<file path="src/rtl/scsi_arb_pkg.sv">
package scsi_arb_pkg;
  typedef enum logic [2:0] {
    ST_IDLE, ST_WAIT_FREE, ST_ARB, ST_SETTLE, ST_WON, ST_LOST, ST_HALT
  } arb_state_e;

  function automatic int unsigned max3(int unsigned a, int unsigned b, int unsigned c);
    int unsigned m;
    m = (a > b) ? a : b;
    return (m > c) ? m : c;
  endfunction
endpackage

</file>
<file path="src/rtl/scsi_arb_timer.sv">
module scsi_arb_timer #(
  parameter int unsigned CW = 8
) (
  input  logic          clk_i,
  input  logic          rst_ni,
  input  logic          run_i,
  input  logic [CW-1:0] lim_i,
  output logic          done_o
);
  logic [CW-1:0] cnt_q;

  assign done_o = run_i && (cnt_q == lim_i - CW'(1));

  always_ff @(posedge clk_i or negedge rst_ni) begin
    if (!rst_ni)                cnt_q <= '0;
    else if (!run_i || done_o)  cnt_q <= '0;
    else                        cnt_q <= cnt_q + CW'(1);
  end

  AST_CNT_IN_WINDOW: assert property (@(posedge clk_i) disable iff (!rst_ni)
    run_i |-> (cnt_q < lim_i));
endmodule

</file>
<file path="src/rtl/scsi_arb_prio.sv">
module scsi_arb_prio #(
  parameter int unsigned DW = 8
) (
  input  logic [DW-1:0] own_id_i,
  input  logic [DW-1:0] bus_db_i,
  output logic          higher_o
);
  // above[i] is set when own id sits below bit i
  logic [DW-1:0] above;

  assign above[0] = 1'b0;
  for (genvar i = 1; i < DW; i++) begin : g_mask
    assign above[i] = above[i-1] | own_id_i[i-1];
  end

  assign higher_o = |(bus_db_i & above);
endmodule

</file>
<file path="src/rtl/scsi_bsy_mon.sv">
module scsi_bsy_mon (
  input  logic clk_i,
  input  logic rst_ni,
  input  logic mon_en_i,
  input  logic bus_bsy_i,
  output logic loss_o,
  output logic irq_o
);
  logic bsy_q;

  assign loss_o = mon_en_i && bsy_q && !bus_bsy_i;

  always_ff @(posedge clk_i or negedge rst_ni) begin
    if (!rst_ni) begin
      bsy_q <= 1'b0;
      irq_o <= 1'b0;
    end else begin
      bsy_q <= bus_bsy_i;
      if (!mon_en_i)   irq_o <= 1'b0;
      else if (loss_o) irq_o <= 1'b1;
    end
  end

  AST_IRQ_CLEARS: assert property (@(posedge clk_i) disable iff (!rst_ni)
    !mon_en_i |=> !irq_o);
  AST_IRQ_ON_FALL: assert property (@(posedge clk_i) disable iff (!rst_ni)
    (mon_en_i && $fell(bus_bsy_i)) |=> irq_o);
endmodule

</file>
<file path="src/rtl/scsi_arb_fsm.sv">
module scsi_arb_fsm
  import scsi_arb_pkg::*;
#(
  parameter int unsigned DW         = 8,
  parameter int unsigned CW         = 8,
  parameter int unsigned FREE_CYC   = 80,
  parameter int unsigned ARB_CYC    = 240,
  parameter int unsigned SETTLE_CYC = 40
) (
  input  logic          clk_i,
  input  logic          rst_ni,
  input  logic          arb_en_i,
  input  logic [DW-1:0] dev_id_i,
  input  logic          bus_bsy_i,
  input  logic          bus_sel_i,
  input  logic          bus_rst_i,
  input  logic          higher_i,
  input  logic          bsy_loss_i,
  input  logic          t_done_i,
  output logic          t_run_o,
  output logic [CW-1:0] t_lim_o,
  output logic          bsy_drv_o,
  output logic [DW-1:0] id_drv_o,
  output logic          arb_active_o,
  output logic          arb_won_o,
  output logic          arb_lost_o,
  output logic          par_ignore_o
);
  arb_state_e st_q, st_d;
  logic bus_free, holding, release_evt;

  assign bus_free    = !bus_bsy_i && !bus_sel_i;
  assign release_evt = bus_rst_i || bsy_loss_i;

  always_comb begin
    st_d    = st_q;
    t_run_o = 1'b0;
    t_lim_o = CW'(FREE_CYC);
    unique case (st_q)
      ST_IDLE:      if (arb_en_i) st_d = ST_WAIT_FREE;
      ST_WAIT_FREE: begin
        t_run_o = bus_free;
        if (t_done_i) st_d = ST_ARB;
      end
      ST_ARB: begin
        t_run_o = 1'b1;
        t_lim_o = CW'(ARB_CYC);
        if (bus_sel_i)     st_d = ST_LOST;
        else if (t_done_i) st_d = higher_i ? ST_LOST : ST_SETTLE;
      end
      ST_SETTLE: begin
        t_run_o = 1'b1;
        t_lim_o = CW'(SETTLE_CYC);
        if (t_done_i) st_d = ST_WON;
      end
      default: ;
    endcase
    if (release_evt && (st_q inside {ST_WAIT_FREE, ST_ARB, ST_SETTLE, ST_WON}))
      st_d = ST_HALT;
    if (!arb_en_i) st_d = ST_IDLE;
  end

  always_ff @(posedge clk_i or negedge rst_ni) begin
    if (!rst_ni) st_q <= ST_IDLE;
    else         st_q <= st_d;
  end

  assign holding      = st_q inside {ST_ARB, ST_SETTLE, ST_WON};
  assign bsy_drv_o    = holding;
  assign id_drv_o     = holding ? dev_id_i : '0;
  assign arb_active_o = holding;
  assign arb_won_o    = (st_q == ST_WON);
  assign arb_lost_o   = (st_q == ST_LOST);
  assign par_ignore_o = st_q inside {ST_ARB, ST_SETTLE};

  AST_FREE_BEFORE_DRIVE: assert property (@(posedge clk_i) disable iff (!rst_ni)
    $rose(bsy_drv_o) |-> $past(bus_free));
  AST_ABORT_TO_IDLE: assert property (@(posedge clk_i) disable iff (!rst_ni)
    !arb_en_i |=> (!bsy_drv_o && !arb_won_o && !arb_lost_o));
  AST_RST_RELEASE: assert property (@(posedge clk_i) disable iff (!rst_ni)
    (bus_rst_i && bsy_drv_o) |=> (!bsy_drv_o && !arb_won_o && !arb_lost_o));
  AST_SEL_LOSES: assert property (@(posedge clk_i) disable iff (!rst_ni)
    (par_ignore_o && !arb_won_o && t_lim_o == CW'(ARB_CYC) && bus_sel_i
     && arb_en_i && !release_evt) |=> (arb_lost_o && !bsy_drv_o));
  AST_LOST_HOLDS: assert property (@(posedge clk_i) disable iff (!rst_ni)
    (arb_lost_o && arb_en_i) |=> arb_lost_o);
endmodule

</file>
<file path="src/rtl/scsi_arb_ctrl.sv">
module scsi_arb_ctrl
  import scsi_arb_pkg::*;
#(
  parameter int unsigned DW         = 8,
  parameter int unsigned FREE_CYC   = 80,
  parameter int unsigned ARB_CYC    = 240,
  parameter int unsigned SETTLE_CYC = 40
) (
  input  logic          clk_i,
  input  logic          rst_ni,
  input  logic          arb_en_i,
  input  logic [DW-1:0] dev_id_i,
  input  logic          bsy_mon_en_i,
  input  logic          bus_bsy_i,
  input  logic          bus_sel_i,
  input  logic          bus_rst_i,
  input  logic [DW-1:0] bus_db_i,
  output logic          bsy_drv_o,
  output logic [DW-1:0] id_drv_o,
  output logic          arb_active_o,
  output logic          arb_won_o,
  output logic          arb_lost_o,
  output logic          par_ignore_o,
  output logic          irq_o
);
  localparam int unsigned MAX_CYC = max3(FREE_CYC, ARB_CYC, SETTLE_CYC);
  localparam int unsigned CW      = $clog2(MAX_CYC + 1);

  logic          higher, bsy_loss, t_run, t_done;
  logic [CW-1:0] t_lim;

  scsi_arb_prio #(.DW(DW)) i_prio (
    .own_id_i (dev_id_i),
    .bus_db_i (bus_db_i),
    .higher_o (higher)
  );

  scsi_bsy_mon i_mon (
    .clk_i     (clk_i),
    .rst_ni    (rst_ni),
    .mon_en_i  (bsy_mon_en_i),
    .bus_bsy_i (bus_bsy_i),
    .loss_o    (bsy_loss),
    .irq_o     (irq_o)
  );

  scsi_arb_timer #(.CW(CW)) i_timer (
    .clk_i  (clk_i),
    .rst_ni (rst_ni),
    .run_i  (t_run),
    .lim_i  (t_lim),
    .done_o (t_done)
  );

  scsi_arb_fsm #(
    .DW(DW), .CW(CW), .FREE_CYC(FREE_CYC), .ARB_CYC(ARB_CYC), .SETTLE_CYC(SETTLE_CYC)
  ) i_fsm (
    .clk_i        (clk_i),
    .rst_ni       (rst_ni),
    .arb_en_i     (arb_en_i),
    .dev_id_i     (dev_id_i),
    .bus_bsy_i    (bus_bsy_i),
    .bus_sel_i    (bus_sel_i),
    .bus_rst_i    (bus_rst_i),
    .higher_i     (higher),
    .bsy_loss_i   (bsy_loss),
    .t_done_i     (t_done),
    .t_run_o      (t_run),
    .t_lim_o      (t_lim),
    .bsy_drv_o    (bsy_drv_o),
    .id_drv_o     (id_drv_o),
    .arb_active_o (arb_active_o),
    .arb_won_o    (arb_won_o),
    .arb_lost_o   (arb_lost_o),
    .par_ignore_o (par_ignore_o)
  );

  AST_ID_ONE_HOT: assert property (@(posedge clk_i) disable iff (!rst_ni)
    $onehot0(dev_id_i) |-> $onehot0(id_drv_o));
  AST_LOSS_RELEASES: assert property (@(posedge clk_i) disable iff (!rst_ni)
    (bsy_mon_en_i && $fell(bus_bsy_i)) |=> !bsy_drv_o);
endmodule

</file>
<file path="config.mk">
export PLATFORM = sky130hd
export DESIGN_NAME = scsi_arb_ctrl
export DESIGN_NICKNAME = d
export VERILOG_FILES = /design/src/rtl/scsi_arb_pkg.sv /design/src/rtl/scsi_arb_timer.sv /design/src/rtl/scsi_arb_prio.sv /design/src/rtl/scsi_bsy_mon.sv /design/src/rtl/scsi_arb_fsm.sv /design/src/rtl/scsi_arb_ctrl.sv
export SDC_FILE = /design/constraint.sdc
export NUM_CORES = 1
export LEC_CHECK = 0
export BUFFER_PORTS_ARGS = -buffer_cell sky130_fd_sc_hd__buf_2
export CELL_PAD_IN_SITES_DETAIL_PLACEMENT = 1
export CELL_PAD_IN_SITES_GLOBAL_PLACEMENT = 2
export CORE_MARGIN = 1
export CORE_UTILIZATION = 29
export DETAILED_ROUTE_END_ITERATION = 10
export GPL_TIMING_DRIVEN = 1
export PLACE_DENSITY = 0.77
export RECOVER_POWER = 50
export SYNTH_ARGS = -nofsm -noshare
export SYNTH_HDL_FRONTEND = slang
export SYNTH_HIERARCHICAL = 1
export SYNTH_SLANG_ARGS = --single-unit
</file>
<file path="constraint.sdc">
create_clock -name clk_i -period 3.56 [get_ports clk_i]
set_input_delay 0.712 -clock clk_i [delete_from_list [all_inputs] [get_ports clk_i]]
set_output_delay 0.712 -clock clk_i [all_outputs]
set_load 0.02 [all_outputs]
</file>
# Yosys cells after proc, flatten, opt, wreduce, memory -nomap -nowiden
# Cells that the tools add are included.
# totals
reg_bits	13
in_bits	23
out_inout_bits	14
elab_cells	55
# op_classes
addsub	2
eq_ne	11
n_mux	14
bitwise_logic	7
reduce_logical	17
# op_table
operator	n
$mux W3	7
$mux W8	2
$pmux W8 S2	1
$pmux W3 S4	1
$add A8 B1 Y8 const B	1
$and A8 B8 Y8	1
$eq A8 B8 Y1	1
$ne A4 B4 Y1 const B	2
$reduce_or A8 Y1	1
$sub A8 B1 Y8 const B	1
$eq A3 B2 Y1 const B	2
$eq A3 B3 Y1 const B	2
$ne A6 B1 Y1 const B	1
$or A1 B1 Y1	6
$logic_and A1 B1 Y1	5
$ne A5 B5 Y1 const B	1
$reduce_and A4 Y1	1
$reduce_bool A4 Y1	1
$eq A3 B1 Y1 const B	1
$logic_not A1 Y1	3
$logic_not A3 Y1	1
$reduce_bool A3 Y1	1
$logic_or A1 B1 Y1	2
$mux W1	2
4 further kinds	4

# Depth between registers and ports, before layout
# Gate-level depths: netlist of run 1.
# logic_depth
depth_word	14
mapped_depth	12
ltp_nobuf	11

# Hierarchy
# The synthesis of run 1 kept the hierarchy.
# by_module_without_submodules
module	instances	cells_per_inst	area_per_inst_um2	seq_area_each_um2
scsi_arb_timer	1	77	701.9	200.2
scsi_arb_fsm	1	50	389.1	75.1
scsi_arb_prio	1	13	81.3	0.0
scsi_bsy_mon	1	5	77.6	50.0

# Worst setup path after synthesis of run 1
# OpenSTA, ideal clock, no wires.
# synth_timing
kind	register to register
startpoint	register i_fsm.st_q[1]
endpoint	register i_fsm.st_q[0]
arrival_time_ps	2824
path_slack_ps	615
stages_incl_launch_ff	12
path_buffers	1
period_less_slack_ps	2945
path_cell_list	dfrtp_1 -> buf_2 -> nor2b_1 -> and2_1 -> inv_1 -> xnor2_2 -> a31oi_1 -> a2111oi_4 -> and3_1 -> nor2b_1 -> nand2_1 -> and4b_1
# synth_between
elab_chain_cells	7
elab_cells_between_ends	21
# synth_lines
element	line_no	rtl
start: declaration	scsi_arb_fsm.sv:29	arb_state_e st_q, st_d;
start signal: assignment	scsi_arb_fsm.sv:65	else st_q <= st_d;
$eq A3 B2 Y1	scsi_arb_fsm.sv:39	unique case (st_q)
$pmux W8 S2 (*)	scsi_arb_fsm.sv:39	
net t_lim[3]	scsi_arb_ctrl.sv:30	logic [CW-1:0] t_lim;
$sub A8 B1 Y8 (*)	scsi_arb_timer.sv:12	assign done_o = run_i && (cnt_q == lim_i - CW'(1));
$eq A8 B8 Y1 (*)	scsi_arb_timer.sv:12	
$logic_and A1 B1 Y1 (*)	scsi_arb_timer.sv:12	
net t_done	scsi_arb_ctrl.sv:29	logic higher, bsy_loss, t_run, t_done;
$ne A5 B5 Y1 (no source line) / $ne A4 B4 Y1 (equally long branches)	--	
$reduce_and A4 Y1 (no source line) (*)	--	
# The timed path passes the listed nets; every way through them passes the cells marked *.
# A chain may end at the register's enable or synchronous reset.

# Final worst setup path of run 1
# Ends and elaborated chain as after synthesis.

==> results of run 1 <==
[cell usage in the layout, fill, tap and decap left out, drive strengths merged, types with 2 or more instances in the layout]
| cell type | n |
|---|---|
| a211oi | 2 |
| a21oi | 11 |
| and2 | 2 |
| and3 | 4 |
| buf | 33 |
| clkbuf | 8 |
| conb | 3 |
| dfrtp | 13 |
| ha | 2 |
| inv | 6 |
| nand2 | 11 |
| nand2b | 3 |
| nand3 | 8 |
| nand3b | 2 |
| nor2 | 7 |
| nor2b | 13 |
| nor3 | 3 |
| nor3b | 2 |
| nor4 | 3 |
| o211ai | 2 |
| o21ai | 5 |
| o21bai | 2 |
| or2 | 2 |
| xnor2 | 10 |
| xor2 | 7 |
[layout make-up]
| type | instances | share of cell area (%) |
|---|---|---|
| Timing Repair Buffer | 38 | 12.9 |
| Sequential cell | 13 | 22.0 |
| Tap cell | 50 | 4.23 |
| Inverter | 6 | 1.52 |
| Multi-Input combinational cell | 118 | 56.2 |
| Clock buffer | 3 | 2.79 |
| Clock inverter | 1 | 0.338 |
[routing by layer]
layer  GRT usage [%]  up-vias  wire length (µm)
met5               0        -                 0
met4           0.798        0                 0
met3            3.21        0                63
met2            28.5       12              1680
met1            19.4      550              1490
li1                -      567                 -
[through the flow]
step	cells	hold slack [ns]	total power, mW	util [%]	worst slack (ns)
floorplan	147	0.416	0.497	-	0.615
global placement	225	0.476	0.586	35.8	0.648
detailed placement	225	0.491	0.601	35.8	0.517
CTS	229	0.354	0.736	37.0	0.503
global route	229	0.524	0.767	36.5	0.288
finish	229	0.488	0.711	36.5	0.577
[Yosys cell counts, types with 3 or more instances]
master	instances	area (µm²)
nor2b_1	12	75.1
nand2b_1	3	18.8
buf_4	6	45.0
nor2_1	6	22.5
a21oi_1	11	55.1
and3_1	4	25.0
xnor2_1	8	70.1
o21ai_0	3	15.0
inv_1	6	22.5
xor2_1	7	61.3
nand3_1	7	35.0
dfrtp_1	13	325
nand2_1	11	41.3
[kinds of logic (layout without fill, tap and decap cells)]
group / count (synthesis) / count (layout) / synth area share, %
DFF: 13 / 13 / 26.0
xor gates and xnor gates: 17 / 17 / 13.1
AOI/OAI and AO/OA: 32 / 32 / 19.5
and+or+nand+nor: 64 / 64 / 32.1
adders and majority gates: 2 / 2 / 2.00
buffers and inverters: 16 / 48 / 6.91
other: 1 / 3 / 0.300
[worst paths after layout]
kind | from | endpoint | slack [ns] | cells past startpoint
hold reg to reg | i_mon/irq_o$_DFFE_PN0P_ | i_mon/irq_o$_DFFE_PN0P_ | 0.50 | 1
setup reg to reg | i_fsm/st_q[1]$_DFFE_PN0P_ | i_fsm/st_q[0]$_DFFE_PN0P_ | 0.58 | 11
hold / removal | rst_ni | i_mon/bsy_q$_DFF_PN0_ | 0.49 | 1
max in group asynchronous | rst_ni | i_timer/cnt_q[6]$_DFF_PN0_ | 2.64 | 1
setup / recovery | i_fsm/st_q[1]$_DFFE_PN0P_ | i_fsm/st_q[0]$_DFFE_PN0P_ | 0.58 | 11
min in group clk_i | i_mon/irq_o$_DFFE_PN0P_ | i_mon/irq_o$_DFFE_PN0P_ | 0.50 | 1
[worst reg2reg max path: stages, from the launching register on]
cell     delay, ns
dfrtp_1       0.48
nor2b_1       0.20
and2_1        0.26
inv_1         0.20
nor4_2        0.37
nand2_1       0.12
xor2_1        0.18
o22ai_4       0.32
and3_1        0.27
nor2b_1       0.21
nand2_1       0.07
and4b_1       0.18
[state kept, by name (all words and copies together), names as in the netlist]
register	cells
i_fsm/st_q	3
i_timer/cnt_q	8
i_mon/irq_o	1
i_mon/bsy_q	1
[power by group through the flow]
stage | clock network, mW | logic [mW] | registers [mW]
after floorplan | 0 | 0.306 | 0.191
after global placement | 0 | 0.380 | 0.205
after detailed placement | 0 | 0.394 | 0.207
after CTS | 0.136 | 0.395 | 0.205
after global routing | 0.142 | 0.416 | 0.208
final | 0.128 | 0.381 | 0.202
==> impl_metrics.py, run 1 <==
metrics = {
    "run_status": {
        "status": "complete, no violations",
    },
    "sta": {
        "max_slew_margin_pct": 54.1,
        "rsz0062_at_grt": "false",
        "timing.fmax_mhz": 335,
        "fin_crit_sh_pct": 83.8,
        "worst_pin_slew_ns": 0.689,
        "slew_violations": 0,
        "fin_skew_ns": 0.00161,
        "min_period_ns": 2.98,
        "setup_violations": 0,
        "finalSetupTns_ns": 0,
        "hold_viol": 0,
    },
    "power_and_ir_drop": {
        "power_frac_comb_pct": 53.5,
        "power_frac_clock_pct": 18.1,
        "power.leakage_nw": 0.680,
        "p_switching_mw": 0.320,
        "p_int_mw": 0.391,
        "powerDensity_nw_per_um2": 481,
        "pwr-share-seq_pct": 28.4,
        "ir_drop_mv": 0.235,
        "p_sw_share_pct": 45.0,
    },
    "critical_path": {
        "path_buf_inv": 1,
        "crit_arrival_ns": 3.11,
        "cp_cell_sequence": "nor2b_1 > and2_1 > inv_1 > nor4_2 > nand2_1 > xor2_1 > o22ai_4 > and3_1 > nor2b_1 > nand2_1 > and4b_1",
        "crit_type": "flip-flop to flip-flop",
        "cp.required_ns": 3.69,
        "worstSetupEndpointType": "flip-flop",
        "slowest_delay_ns": 0.48,
        "critical-path-top-delay-family": "simple AND/OR/NAND/NOR gates",
        "slowest_stage": "dfrtp_1",
        "cp_max_fo": 10,
        "crit_path_start_kind": "flip-flop",
    },
    "global_route": {
        "gr-total-overflow": 0,
        "gr-usage-all-layers_pct": 15.6,
        "grt_pass1_vias": 1132,
        "grt_first_pass_wirelength_mm": 5.43,
        "antenna_found_initial": 0,
        "grt_max_degree": 14,
    },
    "clock_network": {
        "clkSinkCount": 13,
        "cts_tree": "done",
        "cts_buffers": 3,
        "cts_hold_buf": 0,
        "clk-insertion-delay-late_ns": 0.24,
        "cts_root_buffer": "clkbuf_8",
        "cts_max_level": 1,
        "clk_pin_slew_worst_paths_ns": 0.05,
        "cts_resized": 0,
        "max-clock-path-buffers": 2,
        "post_cts_buffers": 0,
    },
    "route": {
        "wirelength_mm": 3.23,
        "drcViolationCount": 0,
        "antenna_left": 0,
        "wl_per_cell_um": 14.1,
        "dr.first_iter.drc_count": 23,
        "firstDrtPassIters": 4,
        "dr_total_vias": 1129,
        "via_per_inst": 4.93,
    },
    "placed_design": {
        "io_buffers": 35,
        "placed_cell_area_um2": 1450,
        "place_congestion": 0.788,
        "dpl.hpwl_mm": 2.66,
    },
    "finish": {
        "drive_gt1_share_pct": 27.9,
        "final_area_um2": 1480,
        "fill_cells": 504,
        "areaGrowthSynthToFinish_pct": 18.4,
        "multi_input_area_um2": 832,
        "nets": 205,
        "seqCellArea_um2": 325,
        "antenna_cells": 0,
    },
    "synthesis": {
        "ys_seq_area_share_pct": 26.0,
        "synthArstFlopShare_pct": 100,
        "syn_area_um2": 1250,
        "avgSynthCellArea_um2": 8.62,
        "synth_cells": 145,
        "ys_warn_count": 6,
        "synth_edf_count": 0,
        "ys_ff_latch": 13,
        "synth.distinct_cells": 50,
        "synthFlopType": "dfrtp_1",
    },
    "job": {
        "max_cap_viol_count": 0,
    },
    "die": {
        "ios": 37,
        "dieArea_um2": 4580,
        "die_x_um": 67.7,
        "rows": 23,
        "start_util_pct": 30.8,
        "fp.dieH_um": 67.7,
        "core_um2": 4060,
    },
    "worst_hold_path": {
        "holdCritPathClass": "input port to async pin",
    },
}
Power figures use the tool's default switching activity.
==> run 2, diff against run 1 <==
==> constraint.sdc (replaced) <==
create_clock -name clk_i -period 3 [get_ports clk_i]
set_input_delay 0.6 -clock clk_i [delete_from_list [all_inputs] [get_ports clk_i]]
set_output_delay 0.6 -clock clk_i [all_outputs]
set_load 0.02 [all_outputs]
==> run 2 against run 1 <==
Net effect:
- setup slack got worse by 0.33 ns
- non-clock buffer count increased by 4
- core utilization increased by 1.1 points
- via count increased by 0.44%
- critical endpoint unchanged
- sequential share of layout area decreased by 0.67 points
- clock-buffer cell count unchanged
- total power increased by 24%
- combinational power increased by 32%
- clock power increased by 22%
- largest power group unchanged
- hold slack got worse by 0.11 ns
==> impl_metrics.py, run 2 (synthesized netlist as in run 1, its figures left out) <==
metrics = {
    "finish": {
        "nets": 209,
        "stdcell_count": 233,
        "reg_top3": "i_timer/cnt_q x8, i_fsm/st_q x3",
        "layout_common_cells": "30 x buf_2, 13 x dfrtp_1, 12 x nor2b_1, 11 x a21oi_1, 11 x nand2_1",
        "largest_register": "i_timer/cnt_q",
        "antenna_cells": 0,
        "fill_cells": 493,
        "largest_reg_flops": 8,
        "drive_gt1_share_pct": 29.5,
        "areaGrowthSynthToFinish_pct": 22.1,
        "mostFrequentLayoutCell": "buf_2",
    },
    "clock_network": {
        "max-clock-path-buffers": 2,
        "clk_pin_slew_worst_paths_ns": 0.06,
        "post_cts_buffers": 0,
        "clk-insertion-delay-late_ns": 0.25,
        "cts_tree": "done",
        "cts_max_level": 1,
        "clkSinkCount": 13,
        "cts_root_buffer": "clkbuf_8",
        "cts_buffers": 3,
    },
    "power_and_ir_drop": {
        "power_frac_comb_pct": 57.1,
        "powerDensity_nw_per_um2": 578,
        "p_int_mw": 0.488,
        "pwr-share-seq_pct": 25.2,
        "p_sw_share_pct": 44.7,
        "power_frac_clock_pct": 17.7,
        "power.leakage_nw": 0.701,
        "ir_drop_mv": 0.282,
        "p_switching_mw": 0.395,
    },
    "placed_design": {
        "place_congestion": 0.808,
        "dp_cells": 229,
        "io_buffers": 35,
        "dpl.hpwl_mm": 2.62,
    },
    "global_route": {
        "grt_pass1_vias": 1179,
        "antenna_found_initial": 0,
        "gr-usage-all-layers_pct": 16.0,
        "gr-total-overflow": 0,
        "grt_max_degree": 14,
        "grt_first_pass_wirelength_mm": 5.45,
    },
    "sta": {
        "min_period_ns": 2.75,
        "setup_violations": 0,
        "fin_skew_ns": 0.00401,
        "hold_viol": 0,
        "slew_violations": 0,
        "rsz0062_at_grt": "false",
        "max_slew_margin_pct": 52.8,
        "finalSetupTns_ns": 0,
        "timing.fmax_mhz": 363,
        "worst_pin_slew_ns": 0.709,
        "fin_crit_sh_pct": 91.8,
    },
    "critical_path": {
        "timing.rr.start": "i_fsm/st_q[2]$_DFFE_PN0P_",
        "worstSetupEndpointType": "flip-flop",
        "cp.required_ns": 3.13,
        "r2r_slack_ns": 0.25,
        "crit_arrival_ns": 2.89,
        "critPathLaunch": "i_fsm/st_q[2]$_DFFE_PN0P_",
        "r2r-end": "i_fsm/st_q[0]$_DFFE_PN0P_",
        "r2r_cells": 11,
        "cp_max_fo": 5,
        "crit_path_start_kind": "flip-flop",
        "crit_type": "flip-flop to flip-flop",
    },
    "die": {
        "start_util_pct": 30.8,
        "dieArea_um2": 4580,
        "ios": 37,
        "core_um2": 4060,
        "fp.dieH_um": 67.7,
        "rows": 23,
        "die_x_um": 67.7,
    },
    "route": {
        "dr_total_vias": 1134,
        "drcViolationCount": 0,
        "wirelength_mm": 3.23,
        "firstDrtPassIters": 4,
        "antenna_left": 0,
        "dr.first_iter.drc_count": 24,
        "wl_per_cell_um": 13.9,
        "via_per_inst": 4.87,
    },
    "job": {
        "max_cap_viol_count": 0,
    },
    "worst_hold_path": {
        "holdCritPathClass": "input port to async pin",
    },
    "run_status": {
        "status": "complete, no violations",
    },
}
-- run 2: cell types whose count changed in the layout (fill, tap and decap cells not counted) --
cell / previous run / this run
nor4_4: 0 / 1
nor4_2: 2 / 1
clkbuf_1: 5 / 6
nor3b_1: 2 / 1
nor3b_4: 0 / 1
buf_4: 3 / 6
-- run 2: critical path: stages (launching register included) --
cell      delay (ns)
dfrtp_1         0.37
nor2b_1         0.13
and2_1          0.32
inv_1           0.24
nor4_4          0.33
a211oi_1        0.14
a211oi_2        0.25
o22ai_4         0.11
and3_1          0.25
nor3b_1         0.22
o21bai_1        0.09
and4b_1         0.18
-- run 2: final cells by class --
cell class                      instances  area, µm²  area share (%)
Clock buffer                            3       41.3            2.70
Inverter                                6       22.5            1.48
Multi-Input combinational cell        118        852            55.8
Clock inverter                          1       5.00           0.328
Sequential cell                        13        325            21.3
Tap cell                               50       62.6            4.10
Timing Repair Buffer                   42        218            14.3
-- run 2: repair_timing --
item / 4_1_cts / 5_1_grt
gates resized for setup: 0 / 1
hold buffers: 0 / 0
endpoints found under the setup margin: 0 / 1
-- run 2: power by group through the flow --
| stage | sequential [mW] | clock [mW] | combinational, mW |
|---|---|---|---|
| after global routing | 0.225 | 0.171 | 0.549 |
| final | 0.222 | 0.156 | 0.504 |
| after global placement | 0.224 | 0 | 0.496 |
| after floorplan | 0.227 | 0 | 0.363 |
| after CTS | 0.222 | 0.165 | 0.512 |
| after detailed placement | 0.226 | 0 | 0.510 |
-- run 2: through the flow --
step / hold WS, ns / power (mW) / utilization [%] / worst slack, ns / cell area [µm²]
2_1_floorplan: 0.304 / 0.590 / - / 0.0547 / 1260
3_3_place_gp: 0.475 / 0.720 / 36.6 / 0.378 / 1480
3_5_place_dp: 0.495 / 0.736 / 36.6 / 0.292 / 1480
4_1_cts: 0.232 / 0.899 / 37.7 / 0.278 / 1530
5_1_grt: 0.435 / 0.945 / 37.6 / 0.0437 / 1530
6_report: 0.377 / 0.883 / 37.6 / 0.246 / 1530
-- run 2: worst max path at each step --
stage                                 to  slack (ns)  depth (start not counted)
6_report       i_fsm/st_q[0]$_DFFE_PN0P_        0.25                         11
5_1_grt        i_fsm/st_q[0]$_DFFE_PN0P_        0.04                         11
4_1_cts        i_fsm/st_q[0]$_DFFE_PN0P_        0.28                         11
3_5_place_dp   i_fsm/st_q[0]$_DFFE_PN0P_        0.29                         11
3_3_place_gp   i_fsm/st_q[0]$_DFFE_PN0P_        0.38                         11
2_1_floorplan  i_fsm/st_q[0]$_DFFE_PN0P_        0.05                         11
-- run 2: per-layer routing --
metal / track usage (%) / vias up / part of all wire, %
met5: 0 / - / 0
met4: 3.99 / 0 / 1.1
met3: 2.53 / 4 / 1.6
met2: 28.6 / 11 / 53
met1: 19.7 / 547 / 45
li1: - / 572 / -
==> run 3, diff against run 2 <==
--- a/config.mk
+++ b/config.mk
@@ -9,12 +9,11 @@
 export CELL_PAD_IN_SITES_DETAIL_PLACEMENT = 1
 export CELL_PAD_IN_SITES_GLOBAL_PLACEMENT = 2
 export CORE_MARGIN = 1
-export CORE_UTILIZATION = 29
+export CORE_UTILIZATION = 26
 export DETAILED_ROUTE_END_ITERATION = 10
 export GPL_TIMING_DRIVEN = 1
-export PLACE_DENSITY = 0.77
+export PLACE_DENSITY = 0.76
 export RECOVER_POWER = 50
 export SYNTH_ARGS = -nofsm -noshare
 export SYNTH_HDL_FRONTEND = slang
-export SYNTH_HIERARCHICAL = 1
 export SYNTH_SLANG_ARGS = --single-unit
==> run 3 against run 2 <==
Net effect:
- first-iteration DRC count down 38%
- flip-flop and latch count unchanged
- global-route usage shrank 0.98 points
- die area decreased by 20%
- fmax grew 11%
- combinational power is 24% lower
- core utilization is 2.5 points lower
- wire length is 25% lower
- final cell count decreased by 22%
- design area shrank 27%
- critical endpoint is now id_drv_o[1]
==> impl_metrics.py, run 3 <==
metrics = {
    "run_status": {
        "status": "complete, no violations",
    },
    "route": {
        "dr_total_vias": 860,
        "wirelength_mm": 2.44,
        "dr.first_iter.drc_count": 15,
        "firstDrtPassIters": 4,
        "drcViolationCount": 0,
        "wl_per_cell_um": 13.5,
        "via_per_inst": 4.75,
        "antenna_left": 0,
    },
    "critical_path": {
        "cp_cell_sequence": "nor2_1 > and2_2 > nor2_1 > nor2b_1 > buf_2",
        "worstSetupEndpointType": "output pin",
        "critical-path-top-delay-family": "simple AND/OR/NAND/NOR gates",
        "slowest_stage": "dfrtp_1",
        "crit_path_start_kind": "flip-flop",
        "cp.required_ns": 2.40,
        "crit_arrival_ns": 1.87,
        "slowest_delay_ns": 0.53,
        "crit_type": "flip-flop to output pin",
        "cp_max_fo": 10,
        "path_buf_inv": 1,
        "cp_common_cell": "nor2_1",
    },
    "finish": {
        "fill_cells": 408,
        "layout_common_cells": "31 x buf_2, 20 x nor2_1, 13 x dfrtp_1, 10 x nor2b_1",
        "seqCellArea_um2": 325,
        "antenna_cells": 0,
        "largest_reg_flops": 8,
        "areaGrowthSynthToFinish_pct": 24.3,
        "largest_register": "i_timer.cnt_q",
        "stdcell_count": 181,
        "multi_input_area_um2": 517,
        "mostFrequentLayoutCell": "buf_2",
        "final_area_um2": 1110,
        "nets": 162,
        "drive_gt1_share_pct": 29.2,
        "reg_top3": "i_timer.cnt_q x8, i_fsm.st_q x3",
    },
    "placed_design": {
        "place_congestion": 0.745,
        "placed_cell_area_um2": 1090,
        "io_buffers": 35,
        "dp_cells": 177,
        "pre_cts_slack_ns": 0.617,
        "dpl.hpwl_mm": 2.01,
    },
    "sta": {
        "fin_skew_ns": 0.00251,
        "min_period_ns": 2.47,
        "setup_violations": 0,
        "finalSetupTns_ns": 0,
        "slew_violations": 0,
        "hold_viol": 0,
        "setup_slack_ns": 0.526,
        "fin_crit_sh_pct": 82.5,
        "rsz0062_at_grt": "false",
        "worst_pin_slew_ns": 0.700,
        "timing.fmax_mhz": 404,
        "max_slew_margin_pct": 53.3,
    },
    "clock_network": {
        "cts_max_level": 1,
        "cts_buffers": 3,
        "clk_pin_slew_worst_paths_ns": 0.08,
        "cts_root_buffer": "clkbuf_4",
        "cts_tree": "done",
        "clk-insertion-delay-late_ns": 0.28,
        "clkSinkCount": 13,
        "max-clock-path-buffers": 2,
        "cts_hold_buf": 0,
        "cts_resized": 0,
        "post_cts_buffers": 0,
    },
    "power_and_ir_drop": {
        "p_sw_share_pct": 47.5,
        "ir_drop_mv": 0.192,
        "pwr-share-seq_pct": 32.9,
        "power_frac_comb_pct": 52.2,
        "power_frac_clock_pct": 14.9,
        "total_power_mw": 0.735,
        "p_switching_mw": 0.349,
        "powerDensity_nw_per_um2": 663,
        "p_int_mw": 0.386,
        "power.leakage_nw": 0.503,
    },
    "die": {
        "dieArea_um2": 3670,
        "rows": 20,
        "fp.dieH_um": 60.6,
        "start_util_pct": 28.3,
        "die_x_um": 60.6,
        "core_um2": 3150,
        "ios": 37,
    },
    "synthesis": {
        "synth.net_count": 126,
        "synth_most_common_cell": "nor2_1",
        "ys_warn_count": 0,
        "yosys.area.top_type": "dfrtp_1",
        "ys_seq_area_share_pct": 36.5,
        "synth.distinct_cells": 38,
        "synthFlopType": "dfrtp_1",
        "synth_commonest_cells": "20 x nor2_1, 13 x dfrtp_1, 9 x nor2b_1",
        "syn_area_um2": 892,
        "ys_ff_latch": 13,
        "synth_edf_count": 0,
        "synth_cells": 102,
        "synth_top_cell_area_share_pct": 36.5,
        "synthArstFlopShare_pct": 100,
        "avgSynthCellArea_um2": 8.75,
        "synth_area_leaders": "dfrtp_1 36%, nor2_1 8.4%, nor2b_1 6.3%",
    },
    "global_route": {
        "gr-usage-all-layers_pct": 15.0,
        "grt_pass1_vias": 847,
        "gr-total-overflow": 0,
        "grt_first_pass_wirelength_mm": 4.02,
        "grt_max_degree": 14,
        "antenna_found_initial": 0,
    },
    "worst_hold_path": {
        "holdCritPathClass": "input port to async pin",
    },
    "job": {
        "max_cap_viol_count": 0,
    },
}
[run 3: logic make-up after synthesis]
group           count (synthesis)  synth area share (%)
buf+inv                         8                  4.77
flops                          13                  36.5
fa+ha+maj                       1                  1.40
compound gates                 21                  19.5
xor+xnor                        6                  5.89
simple gates                   53                  32.0
[run 3: routing by layer]
| layer | global-route usage (%) | up-vias | routed length [µm] |
|---|---|---|---|
| met1 | 18.2 | 398 | 1070 |
| met3 | 1.49 | 5 | 155 |
| li1 | - | 426 | - |
| met2 | 26.8 | 31 | 1170 |
| met5 | 0 | - | 0 |
| met4 | 6.82 | 0 | 48 |
[run 3: per-stage QoR]
step                utilization, %  hold slack (ns)
floorplan                        -            0.304
global placement              34.7            0.481
detailed placement            34.7            0.502
CTS                           35.6            0.196
global route                  35.2            0.401
finish                        35.2            0.333
[run 3: path summary, 6_finish.rpt]
path | slack, ns | start | cells after the start | endpoint
hold reg to reg | 0.51 | i_mon.irq_o$_DFFE_PN0P_ | 1 | i_mon.irq_o$_DFFE_PN0P_
hold / removal | 0.33 | rst_ni | 1 | i_timer.cnt_q[1]$_DFF_PN0_
min in group clk_i | 0.47 | bus_bsy_i | 1 | i_mon.bsy_q$_DFF_PN0_
setup reg to reg | 0.65 | i_fsm.st_q[2]$_DFFE_PN0P_ | 6 | i_fsm.st_q[1]$_DFFE_PN0P_
max in group asynchronous | 2.23 | rst_ni | 1 | i_fsm.st_q[0]$_DFFE_PN0P_
setup / recovery | 0.53 | i_fsm.st_q[0]$_DFFE_PN0P_ | 5 | id_drv_o[1]
[run 3: cell type report]
type / instances / area share (%)
multi-input cells: 81 / 46.6
flip-flops and latches: 13 / 29.3
repair buffers: 35 / 15.3
well taps: 44 / 4.97
clock buffers: 4 / 2.37
inverters: 4 / 1.35
[run 3: power by group through the flow]
| stage | clock (mW) | sequential (mW) | combinational (mW) |
|---|---|---|---|
| floorplan | 0 | 0.217 | 0.317 |
| global placement | 0 | 0.247 | 0.375 |
| detailed placement | 0 | 0.249 | 0.394 |
| CTS | 0.114 | 0.246 | 0.395 |
| global route | 0.118 | 0.249 | 0.425 |
| finish | 0.109 | 0.242 | 0.383 |
